<file path="config.mk">
export PLATFORM = sky130hd
export DESIGN_NAME = mem_access_unit
export DESIGN_NICKNAME = d
export VERILOG_FILES = /design/src/rtl/mau_pkg.sv /design/src/rtl/mau_addr_reg.sv /design/src/rtl/mau_data_reg.sv /design/src/rtl/mau_ctrl_fsm.sv /design/src/rtl/mem_access_unit.sv
export SDC_FILE = /design/constraint.sdc
export NUM_CORES = 1
export LEC_CHECK = 0
export BUFFER_PORTS_ARGS = -buffer_cell sky130_fd_sc_hd__buf_2
export CORE_MARGIN = 10
export CORE_UTILIZATION = 45
export CTS_CLUSTER_DIAMETER = 60
export CTS_CLUSTER_SIZE = 20
export DETAILED_ROUTE_END_ITERATION = 6
export HOLD_SLACK_MARGIN = 0.02
export PLACE_DENSITY = 0.81
export SLEW_MARGIN = 30
export SYNTH_ARGS = -nofsm -noshare
export SYNTH_HDL_FRONTEND = slang
export SYNTH_SLANG_ARGS = --single-unit
</file>
<file path="constraint.sdc">
create_clock -name clk -period 3.9 [get_ports clk]
set_input_delay 0.39 -clock clk [delete_from_list [all_inputs] [get_ports clk]]
set_output_delay 0.39 -clock clk [all_outputs]
set_load 0.01 [all_outputs]
</file>
<file path="src/rtl/mau_pkg.sv">
// Shared types for the memory access unit.
// Assumes: nothing beyond standard SystemVerilog.
package mau_pkg;

    // Handshake controller states
    typedef enum logic [1:0] {
        ST_IDLE     = 2'd0,
        ST_REQUEST  = 2'd1,
        ST_WAIT_MFC = 2'd2
    } mau_state_e;

endpackage

</file>
<file path="src/rtl/mau_addr_reg.sv">
// Address register plus the latched operation bit; loads on command acceptance.
// Assumes: load is only asserted when the controller is idle.
module mau_addr_reg #(
    parameter int ADDR_W = 16
) (
    input  logic              clk,
    input  logic              rst_n,
    input  logic              load,
    input  logic [ADDR_W-1:0] addr_d,
    input  logic              wr_d,
    output logic [ADDR_W-1:0] addr_q,
    output logic              wr_q
);

    // Capture address and operation when a command is accepted
    always_ff @(posedge clk) begin
        if (!rst_n) begin
            addr_q <= '0;
            wr_q   <= 1'b0;
        end else if (load) begin
            addr_q <= addr_d;
            wr_q   <= wr_d;
        end
    end

endmodule

</file>
<file path="src/rtl/mau_data_reg.sv">
// Data register: loads write data at acceptance, or read data at completion.
// Assumes: load_cmd and capture are never high in the same cycle.
module mau_data_reg #(
    parameter int DATA_W = 32
) (
    input  logic              clk,
    input  logic              rst_n,
    input  logic              load_cmd,
    input  logic              cmd_wr,
    input  logic [DATA_W-1:0] cmd_data,
    input  logic              capture,
    input  logic              op_wr,
    input  logic [DATA_W-1:0] bus_in,
    output logic [DATA_W-1:0] data_q
);

    // Write data at acceptance; read data from the bus on completion of a read
    always_ff @(posedge clk) begin
        if (!rst_n) begin
            data_q <= '0;
        end else if (load_cmd && cmd_wr) begin
            data_q <= cmd_data;
        end else if (capture && !op_wr) begin
            data_q <= bus_in;
        end
    end

endmodule

</file>
<file path="src/rtl/mau_ctrl_fsm.sv">
// Handshake controller: IDLE -> REQUEST -> WAIT_MFC -> IDLE with a done pulse.
// Assumes: the acknowledge is a level sampled only in WAIT_MFC.
module mau_ctrl_fsm
    import mau_pkg::*;
(
    input  logic clk,
    input  logic rst_n,
    input  logic cmd_valid,
    input  logic mfc,
    output logic accept,
    output logic capture,
    output logic busy,
    output logic req,
    output logic done
);

    mau_state_e state_q, state_d;
    logic       done_q;

    // Decode strobes from the current state
    always_comb begin
        accept  = (state_q == ST_IDLE) && cmd_valid;
        capture = (state_q == ST_WAIT_MFC) && mfc;
    end

    // Next-state logic
    always_comb begin
        state_d = state_q;
        unique case (state_q)
            ST_IDLE:     if (cmd_valid) state_d = ST_REQUEST;
            ST_REQUEST:  state_d = ST_WAIT_MFC;
            ST_WAIT_MFC: if (mfc) state_d = ST_IDLE;
            default:     state_d = ST_IDLE;
        endcase
    end

    // State and done-pulse registers
    always_ff @(posedge clk) begin
        if (!rst_n) begin
            state_q <= ST_IDLE;
            done_q  <= 1'b0;
        end else begin
            state_q <= state_d;
            done_q  <= capture;
        end
    end

    // Status toward processor and memory
    always_comb begin
        busy = (state_q != ST_IDLE);
        req  = (state_q == ST_REQUEST) || (state_q == ST_WAIT_MFC);
        done = done_q;
    end

endmodule

</file>
<file path="src/rtl/mem_access_unit.sv">
// Top of the processor-side memory access unit: address register, data
// register and handshake controller.
// Assumes: memory returns exactly one acknowledge per request.
module mem_access_unit #(
    parameter int ADDR_W = 16,
    parameter int DATA_W = 32
) (
    input  logic              clk,
    input  logic              rst_n,
    input  logic              cmd_valid,
    input  logic              cmd_write,
    input  logic [ADDR_W-1:0] cmd_addr,
    input  logic [DATA_W-1:0] cmd_wdata,
    output logic              busy,
    output logic              done,
    output logic [DATA_W-1:0] rdata,
    output logic              mem_req,
    output logic              mem_rw,
    output logic [ADDR_W-1:0] mem_addr,
    output logic [DATA_W-1:0] mem_data_out,
    output logic              mem_data_oe,
    input  logic [DATA_W-1:0] mem_data_in,
    input  logic              mem_mfc
);

    logic              accept;
    logic              capture;
    logic [DATA_W-1:0] mdr_q;

    mau_ctrl_fsm u_ctrl (
        .clk       (clk),
        .rst_n     (rst_n),
        .cmd_valid (cmd_valid),
        .mfc       (mem_mfc),
        .accept    (accept),
        .capture   (capture),
        .busy      (busy),
        .req       (mem_req),
        .done      (done)
    );

    mau_addr_reg #(.ADDR_W(ADDR_W)) u_mar (
        .clk    (clk),
        .rst_n  (rst_n),
        .load   (accept),
        .addr_d (cmd_addr),
        .wr_d   (cmd_write),
        .addr_q (mem_addr),
        .wr_q   (mem_rw)
    );

    mau_data_reg #(.DATA_W(DATA_W)) u_mdr (
        .clk      (clk),
        .rst_n    (rst_n),
        .load_cmd (accept),
        .cmd_wr   (cmd_write),
        .cmd_data (cmd_wdata),
        .capture  (capture),
        .op_wr    (mem_rw),
        .bus_in   (mem_data_in),
        .data_q   (mdr_q)
    );

    // Bus drive: data register onto the bus only during a write transfer
    always_comb begin
        mem_data_oe  = mem_req && mem_rw;
        mem_data_out = mdr_q;
        rdata        = mdr_q;
    end

endmodule

</file>
**Word-level counts from Yosys, hierarchy flattened**

Index checks and enable logic that the tools add are counted.
Widths: inputs -> output; s select.

- Register bits: 52
- Bits in latches: 0
- RAM bits: 0
- Bits in read-only memories: 0
- Bits of input ports: 85
- Output and inout port bits: 85
- Logic and storage cells: 25
- Memories kept: 0

- $add $sub $neg: 0
- Multiply operators: 0
- Divide/modulo/power cells: 0
- Magnitude comparators: 0
- Equality and inequality tests: 4
- Shift-type cells: 0
- Muxes and demuxes: 5
- Bitwise operators: 0
- Reduce and logical (&&, ||, !) cells: 11

Operator list:

| kind | number |
|---|---|
| $mux 32 | 2 |
| $pmux 2 s3 | 1 |
| $logic_and 1x1->1 | 5 |
| $mux 2 | 2 |
| $ne 2x2->1 const B | 2 |
| $reduce_bool 2->1 | 2 |
| $eq 2x1->1 const B | 1 |
| $eq 2x2->1 const B | 1 |
| $logic_not 2->1 | 1 |
| $reduce_and 2->1 | 1 |
| $logic_not 1->1 | 1 |
| $logic_or 1x1->1 | 1 |

**Longest topological paths before layout**

Gate-level depths: netlist of the first run.

- Depth after elaboration: 5
- Depth in mapped cells: 7
- Mapped depth without buffers: 5

**Modules after synthesis**

A second synthesis of the first run with hierarchy kept.

- Cells, all modules: 293
- Area, all modules: 2582.5 um^2

Modules (own cells, without submodules):

| module | times used | cells each | area an instance (um^2) | seq. area each (um^2) |
|---|---|---|---|---|
| mau_data_reg | 1 | 185 | 1488.9 | 640.6 |
| mau_addr_reg | 1 | 54 | 651.9 | 340.3 |
| mem_access_unit | 1 | 33 | 246.5 | 0.0 |
| mau_ctrl_fsm | 1 | 21 | 195.2 | 60.1 |

**Least setup slack after synthesis of the first run**

OpenSTA, ideal clock, no wires.

- Kind: reg2reg
- Start: register u_ctrl.state_q[0]
- End: register u_mdr.data_q[0]
- Arrival: 1370 ps
- Setup slack: 2443 ps
- Stages on the path, launching flop included: 7
- Clock period less this slack: 1457 ps
- Path through: dfxtp_1 > inv_1 > ha_1 > and3_1 > buf_6 > buf_4 > a221oi_2

- Cells in the longest elaborated chain, start to end: 4
- Elaborated cells on any way between the ends: 8
- Those cells by class: 1 x eq/ne; 1 x mux; 6 x reduce/logical

RTL lines:

| what | line | text |
|---|---|---|
| start: declaration | mau_ctrl_fsm.sv:17 | `mau_state_e state_q, state_d;` |
| start signal: assignment | mau_ctrl_fsm.sv:43 | `state_q <= state_d;` |
| $eq 2x2->1 / $logic_not 2->1 (equally long branches) | mau_ctrl_fsm.sv:23, mau_ctrl_fsm.sv:22 |  |
| $logic_and 1x1->1, on equally long branches | mau_ctrl_fsm.sv:23, mau_ctrl_fsm.sv:22 |  |
| $logic_and 1x1->1, on equally long branches | mau_data_reg.sv:23, mau_data_reg.sv:21 |  |
| $reduce_bool 2->1 (no line) / $mux 32 (equally long branches) | -- |  |
| end signal: assignment | mau_data_reg.sv:22 | `data_q <= cmd_data;` |
| end signal: assignment | mau_data_reg.sv:24 | `data_q <= bus_in;` |
| end: declaration | mau_data_reg.sv:14 | `output logic [DATA_W-1:0] data_q` |

Several ways; a longest one is shown, not always the timed one.
A chain may end at the register's enable or synchronous reset.

**Worst setup path after layout of the first run**

- Start: register u_ctrl.state_q[0]
- End: register u_mdr.data_q[26]

The elaborated chain is that of the path after synthesis.

==> flow_results.org, run 1 <==
** Global routing
- The number of antenna violations at the first check in global routing came to 0.
- The number of global-route vias before repair is roughly 2.6k.
- The first global-routing pass estimated 12.2 mm of wire.
- Largest net degree at the start of global routing :: 66
- Global routing used 14.3% of the available tracks.
- Sum of overflow across all layers after global routing :: 0

** Hold path
- The path class of the tightest hold or removal check is in2reg.

** Logic synthesis
- Synth top area share :: 34.0%
- For this run, the register share of the synthesized area comes to around 34%.
- Mapped Cells :: 306
- Synthesized area :: ~3100 µm²
- The Yosys step of the flow raised 0 warnings.
- In this run the mean area of a mapped cell was 10.0 µm².
- Synth area leaders :: sky130_fd_sc_hd__dfxtp_1, sky130_fd_sc_hd__a221oi_2, sky130_fd_sc_hd__nand2b_4, sky130_fd_sc_hd__buf_4, sky130_fd_sc_hd__a21oi_2
- The synthesized design spends more area on one cell type than any other, namely sky130_fd_sc_hd__dfxtp_1.
- Mapped Nets :: roughly 400
- Post-synth cell types :: 22
- Yosys reg bits :: 52

** Die
- The floorplan step set the die height to between 100 and 150 µm.
- The die covers 10500 µm².
- Initial Utilization :: 45.6%
- The floorplan step defined a core boundary enclosing 6720 µm².
- 170 I/O pins were placed.
- The initialized floorplan defines 30 standard-cell rows.
- Die extent in x :: 103 µm

** Finish
- Excluding fillers, the count of instances in the completed layout stands at 512.
- Number of nets in the final layout :: 520
- Compared with the post-synthesis result, the final layout area differs by 22.3%.
- Cells fill 55.8% of the core in the end.
- Antenna diode instance count :: 0
- Fraction of layout instances using a drive strength above 1 :: just over 60%

** Route
- Average wire per cell in the routed design :: 15.3 µm
- Summing over every cut layer, the via total after detailed routing is approximately 2.5k.
- Total Routed Length :: 7.84 mm
- The detailed router finished its first iteration with a little under 60 violations.
- Wire segments on met2 add up to 3.97 mm in the final route.
- The detailed router put a total of 2.89 mm of wire on met1.
- In the routed design, unresolved DRC markers number 0.
- The routed design uses 909 µm of met3 wire.
- In this run the remaining antenna-violating nets after routing total 0.
- In the routed layout, each cell is associated on average with a via count of about 5.
- Highest metal used :: met4
- Count of TritonRoute iterations in the first routing pass :: 4

** Run
- The tool flagged a number of max-cap violations equal to 0.

** CTS
- Buffers inserted by post-CTS timing repair :: 0
- Buffers inserted to repair hold after CTS numbered 0.
- CTS tree :: built
- In this run, CTS created clock tree buffers numbering 5.
- In this run the number of H-tree levels came out at 2.
- The cell sitting at the root of the clock tree is a sky130_fd_sc_hd__clkbuf_8.
- Max Root-Sink Buffers :: 2
- The number of gates resized after CTS was 0.
- Clock Sink Count :: 52
- CTS clk-pin slew, worst paths :: 100 ps
- The later pin in the worst-skew pair is clocked with a latency of 300 ps.

** Placed design
- Cell count after placement :: 503
- Port buffering added about 170 buffers.
- The HPWL after detailed placement is ~6.2 mm.
- At the end of routability-driven placement, the weighted congestion stood at 0.702.

** Timing
- The hold violation total from the final report was 0.
- The final number of max-transition violations is 0.
- Of the available clock period, the critical path in the final layout requires 52.7%.
- Transition time at the pin with the least slew margin :: 714 ps
- Timing would allow up to 486 MHz.
- Setup repair after global routing missed its margin :: false
- WHS :: 307 ps
- Headroom to the max-slew limit came out at a little over half.
- Setup total negative slack on the finished layout was measured at 0 ps.
- The routed design could run at a clock period as short as 2060 ps.
- Final setup skew :: 8.36 ps
- Setup violations remaining at the end of the flow were counted as 0.

** Status
- Run status :: complete, no violations

** Pwr
- Total power after layout :: 1.52 mW
- Leak pwr :: 1.79 nW
- Dividing total power by cell area gives a power density of 407 nW/µm².
- The worst-case IR drop observed on VDD is 0.182 mV.

** Critical path
- Worst setup path class :: reg2reg
- CP required :: 4130 ps
- Arrival time reported for the critical path endpoint :: 2290 ps
- Nature of the critical path startpoint :: register
- Endpoint kind of the worst setup timing path :: register
- Along the worst path, the maximum fanout reaches 53.
## stage by stage
step           setup WS (ps)  cell area (µm²)
2_1_floorplan           2440             3070
3_5_place_dp            1820             3610
6_report                1840             3750
5_1_grt                 1630             3750
3_3_place_gp            1660             3610
4_1_cts                 1790             3730
## critical path: stages (launching register included)
cell	delay [ps]
sky130_fd_sc_hd__dfxtp_1	340
sky130_fd_sc_hd__inv_1	110
sky130_fd_sc_hd__ha_1	190
sky130_fd_sc_hd__and3b_4	680
sky130_fd_sc_hd__buf_4	340
sky130_fd_sc_hd__a21oi_2	90
sky130_fd_sc_hd__a221oi_2	220
## state kept, by name, indices dropped and copies added (netlist names)
| signal | cells |
|---|---|
| u_ctrl.done | 1 |
| u_ctrl.state_q | 2 |
| u_mar.addr_q | 16 |
| u_mar.wr_q | 1 |
| u_mdr.data_q | 32 |
## kinds of logic (layout without fill, tap and decap cells)
kind of cell    Yosys count  after routing  synth area share (%)
compound gates           85             85                  26.7
fa+ha+maj                 4              4                  1.63
buf+inv                  90            216                  18.1
flops                    52             52                  34.0
simple gates             75             75                  19.6
## layout make-up
type,instances,area [µm²]
clock inverter,3,46.3
tap,80,100
sequential,52,1040
timing repair buffer,172,881
fill,618,2970
inverter,36,135
clock buffer,5,68.8
multi-input combinational,164,1480
## synth_stat cells
cell type / instances
sky130_fd_sc_hd__dfxtp_1: 52
sky130_fd_sc_hd__buf_4: 35
sky130_fd_sc_hd__inv_1: 35
sky130_fd_sc_hd__nand2_1: 33
sky130_fd_sc_hd__a21oi_1: 32
sky130_fd_sc_hd__a221oi_2: 32
sky130_fd_sc_hd__nand2b_4: 28
sky130_fd_sc_hd__a21oi_2: 19
sky130_fd_sc_hd__buf_6: 8
sky130_fd_sc_hd__clkbuf_1: 6
sky130_fd_sc_hd__ha_1: 4
sky130_fd_sc_hd__nand2b_1: 4
sky130_fd_sc_hd__buf_2: 3
sky130_fd_sc_hd__and2_1: 2
sky130_fd_sc_hd__and3_1: 2
sky130_fd_sc_hd__buf_8: 2
sky130_fd_sc_hd__nor2b_1: 2
sky130_fd_sc_hd__o21ai_0: 2
sky130_fd_sc_hd__or3b_1: 2
sky130_fd_sc_hd__and3b_1: 1
sky130_fd_sc_hd__clkinv_1: 1
sky130_fd_sc_hd__nor2_1: 1
## metal layers
metal	vias to the layer above	track usage (%)
li1	1243	-
met1	1152	14.0
met2	104	27.1
met3	5	5.76
met4	0	3.58
met5	-	0
## placed cells by master, fill, tap and decap left out, drive strengths merged
cell / n
dfxtp: 52
nor2: 1
ha: 4
buf: 172
and3b: 1
clkinvlp: 1
a221oi: 32
nor2b: 2
nand2: 33
nand2b: 32
or3b: 2
a21oi: 51
clkbuf: 5
bufinv: 1
o21ai: 2
inv: 37
and2: 2
and3: 2
## path summary, 6_finish.rpt
path                     startpoint  depth (start not counted)  slack [ps]                to
hold / removal         cmd_addr[13]                          3         310  u_mar.addr_q[13]
setup / recovery  u_ctrl.state_q[0]                          6        1840  u_mdr.data_q[26]
hold reg to reg     u_mar.addr_q[4]                          2         460   u_mar.addr_q[4]
setup reg to reg  u_ctrl.state_q[0]                          6        1840  u_mdr.data_q[26]
## power by group
group          leakage (nW)  switching, mW  internal, mW  total (mW)
logic                  1.31          0.260         0.230       0.490
clock network        0.0548          0.190         0.194       0.383
registers             0.427         0.0580         0.593       0.652
(Power assumes the default switching activity.)
==> run 2, diff against run 1 <==
==> constraint.sdc (replaced) <==
create_clock -name clk -period 1.9 [get_ports clk]
set_input_delay 0.19 -clock clk [delete_from_list [all_inputs] [get_ports clk]]
set_output_delay 0.19 -clock clk [all_outputs]
set_load 0.01 [all_outputs]
==> run 2 against run 1 <==
Net effect: critical path depth did not move; global-route usage fell by 0.22 points; core utilization increased by 0.95 points; power is 110% higher; setup slack lost 1600 ps; maximum frequency is 26% higher; highest routed layer unchanged.
==> flow_results.org, run 2 (synthesized netlist as in run 1, its figures left out) <==
** Finish
- Number of flip-flops under the largest register name :: 32
- Top reg by flops :: u_mdr.data_q
- Number of nets in the final layout :: 523
- In the final layout, the registers with the most flip-flops are u_mdr.data_q (32), u_mar.addr_q (16), u_ctrl.state_q (2).
- Signed area change from the synthesized netlist to the final layout :: 24.4%
- Leading cell type in the layout, fill and taps excluded :: sky130_fd_sc_hd__buf_2
- Most used cells in the layout excluding fill and tap cells :: sky130_fd_sc_hd__buf_2, sky130_fd_sc_hd__dfxtp_1, sky130_fd_sc_hd__inv_1
- Filler-free cell count of the finished design :: 515
- Antenna diode instance count :: 0
- Fin util :: 56.8%
- Fraction of layout instances using a drive strength above 1 :: 60.9%
- Once layout is done, the placed cells without fillers occupy roughly 3800 µm².

** Route
- Remaining number of nets flagged by the antenna check after routing :: 0
- Detailed-route vias per instance :: 4.78
- Remaining routing DRC violations :: 0
- 1st-iter DRT viols :: 32
- Average wire per cell in the routed design :: 15.0 µm
- Total Routed Length :: between 7 and 8 mm
- Via count of the routed design :: approximately 2.5k
- The pre-antenna-repair detailed-routing pass consisted of 4 iterations.

** Placed design
- The number of placed instances, taps included, is 507.
- During placement, the flow inserted port buffers numbering 169.
- The HPWL after detailed placement is 6.15 mm.
- Cell area reported after detailed placement :: 3690 µm²
- At the end of routability-driven placement, the weighted congestion stood at 0.695.
- OpenSTA, run right after detailed placement, puts the worst setup slack at 306 ps.

** Global routing
- Entering global routing, the biggest net connects 41 pins.
- The number of global-route vias before repair is between 2k and 3k.
- Antenna violations before repair :: 0
- Overall fraction of global-route tracks in use :: 14.1%
- Wire length of the first global-routing pass :: between 10 and 15 mm
- Sum of overflow across all layers after global routing :: 0

** CTS
- # H-tree levels :: 2
- Gates resized during post-CTS repair numbered 0.
- Clock Sink Count :: 52
- At the later pin of the worst-skew pair, clock insertion delay measures around 300 ps.
- CTS clk-pin slew, worst paths :: 100 ps
- CTS tree :: built
- The tree is rooted in a sky130_fd_sc_hd__clkbuf_8.
- Max Root-Sink Buffers :: 2
- Buffers inserted by post-CTS timing repair :: 0
- Buffers inserted during clock tree synthesis total 5.
- After clock tree synthesis, the flow added hold-fix buffers numbering 0.

** Critical path
- STA puts the critical path data required time at 2120 ps.
- Counting both buffers and inverters, the worst setup path holds a total of 2.
- Of all nets on the critical path, the largest fanout is 32.
- Endpoint kind of the worst setup timing path :: register
- Among cell families on the critical path, the largest total delay comes from simple AND/OR/NAND/NOR gates.
- Worst stage delay on the critical path :: 370 ps
- On the critical path, the stage with the largest delay is an instance of sky130_fd_sc_hd__dfxtp_1.
- At the worst endpoint, the arrival time is 1850 ps.
- Worst setup path class :: reg2reg
- Nature of the critical path startpoint :: register
- Traced cell by cell, the critical path runs through inv_1 > ha_1 > and3b_2 > buf_12 > nand2b_1 > a221oi_2.

** Timing
- Setup repair after global routing missed its margin :: false
- The hold violation total from the final report came to 0.
- Post-route setup slack :: 274 ps
- Highest Clock Rate :: approximately 610 MHz
- Across all hold checks on the routed design, the worst slack comes to 116 ps.
- Post-Route Setup TNS :: 0 ps
- The worst path in the final design needs a cycle of 1630 ps, including I/O delays and setup.
- The final number of max-transition violations came to 0.
- Dividing the final minimum period by the clock period gives between 80 and 90%.
- For the pin with the worst max-slew slack, the measured transition is 544 ps.
- Setup violations remaining at the end of the flow were counted as 0.
- Across the routed clock network, the largest skew measured is between 6 and 7 ps.
- The worst pin sits at a relative slew slack of 63.7%.

** Pwr
- Total power after layout :: 3.16 mW
- Across the VDD grid, the largest voltage drop is 0.420 mV.
- Leak pwr :: 1.82 nW
- Power per Cell Area :: 830 nW/µm²

** Die
- I/O Pins :: between 150 and 200
- Die area :: 10500 µm²
- Placeable core region :: between 6000 and 7000 µm²
- Die extent in y :: 103 µm
- Initial Utilization :: 45.6%
- The floorplan has 30 rows.
- The die is 103 µm wide.

** Hold path
- Worst min path class :: in2reg

** Status
- The flow ran to the end, and the final reports show no timing, DRC or antenna violations.

** Run
- The tool flagged a number of max-cap violations equal to 0.
-- run 2: cell types whose count changed in the layout (fill, tap and decap cells not counted) --
cell                         delta
sky130_fd_sc_hd__and3b_2        +1
sky130_fd_sc_hd__and3b_4        -1
sky130_fd_sc_hd__buf_12         +3
sky130_fd_sc_hd__clkbuf_8       +1
sky130_fd_sc_hd__clkinv_4       +1
sky130_fd_sc_hd__clkinvlp_4     -1
sky130_fd_sc_hd__inv_6          -1
-- run 2: layout make-up --
| cell class | instances | area, µm² |
|---|---|---|
| repair buffers | 175 | 941 |
| clock buffers | 6 | 82.6 |
| clock inverters | 2 | 38.8 |
| flip-flops and latches | 52 | 1040 |
| multi-input cells | 164 | 1480 |
| fillers | 580 | 2910 |
| inverters | 36 | 135 |
| well taps | 80 | 100 |
-- run 2: worst reg2reg max path: cells and delay by family, from the launching register on --
| family | cells | cell delay [ps] |
|---|---|---|
| DFF | 1 | 370 |
| and+or+nand+nor | 2 | 470 |
| AOI/OAI and AO/OA | 1 | 210 |
| adders and majority gates | 1 | 220 |
| buffers and inverters | 2 | 290 |
-- run 2: path summary, 6_finish.rpt --
path / endpoint / slack [ps] / cells past startpoint / startpoint
hold / removal: u_mar.addr_q[15] / 120 / 3 / cmd_addr[15]
hold reg to reg: u_mar.addr_q[4] / 460 / 2 / u_mar.addr_q[4]
setup / recovery: u_mdr.data_q[11] / 270 / 6 / u_ctrl.state_q[0]
setup reg to reg: u_mdr.data_q[11] / 270 / 6 / u_ctrl.state_q[0]
-- run 2: per-layer routing --
layer	vias up	global-route usage [%]	wire [µm]
li1	1245	-	-
met3	5	6.37	1010
met2	105	25.6	3840
met1	1106	14.2	2850
met5	-	0	0
met4	0	3.69	48
-- run 2: report_power, final --
part | internal (mW) | switching [mW] | leakage (nW) | total [mW]
combinational | 0.488 | 0.533 | 1.33 | 1.02
clock | 0.431 | 0.374 | 0.0614 | 0.806
sequential | 1.22 | 0.119 | 0.427 | 1.34
total | 2.14 | 1.03 | 1.82 | 3.16
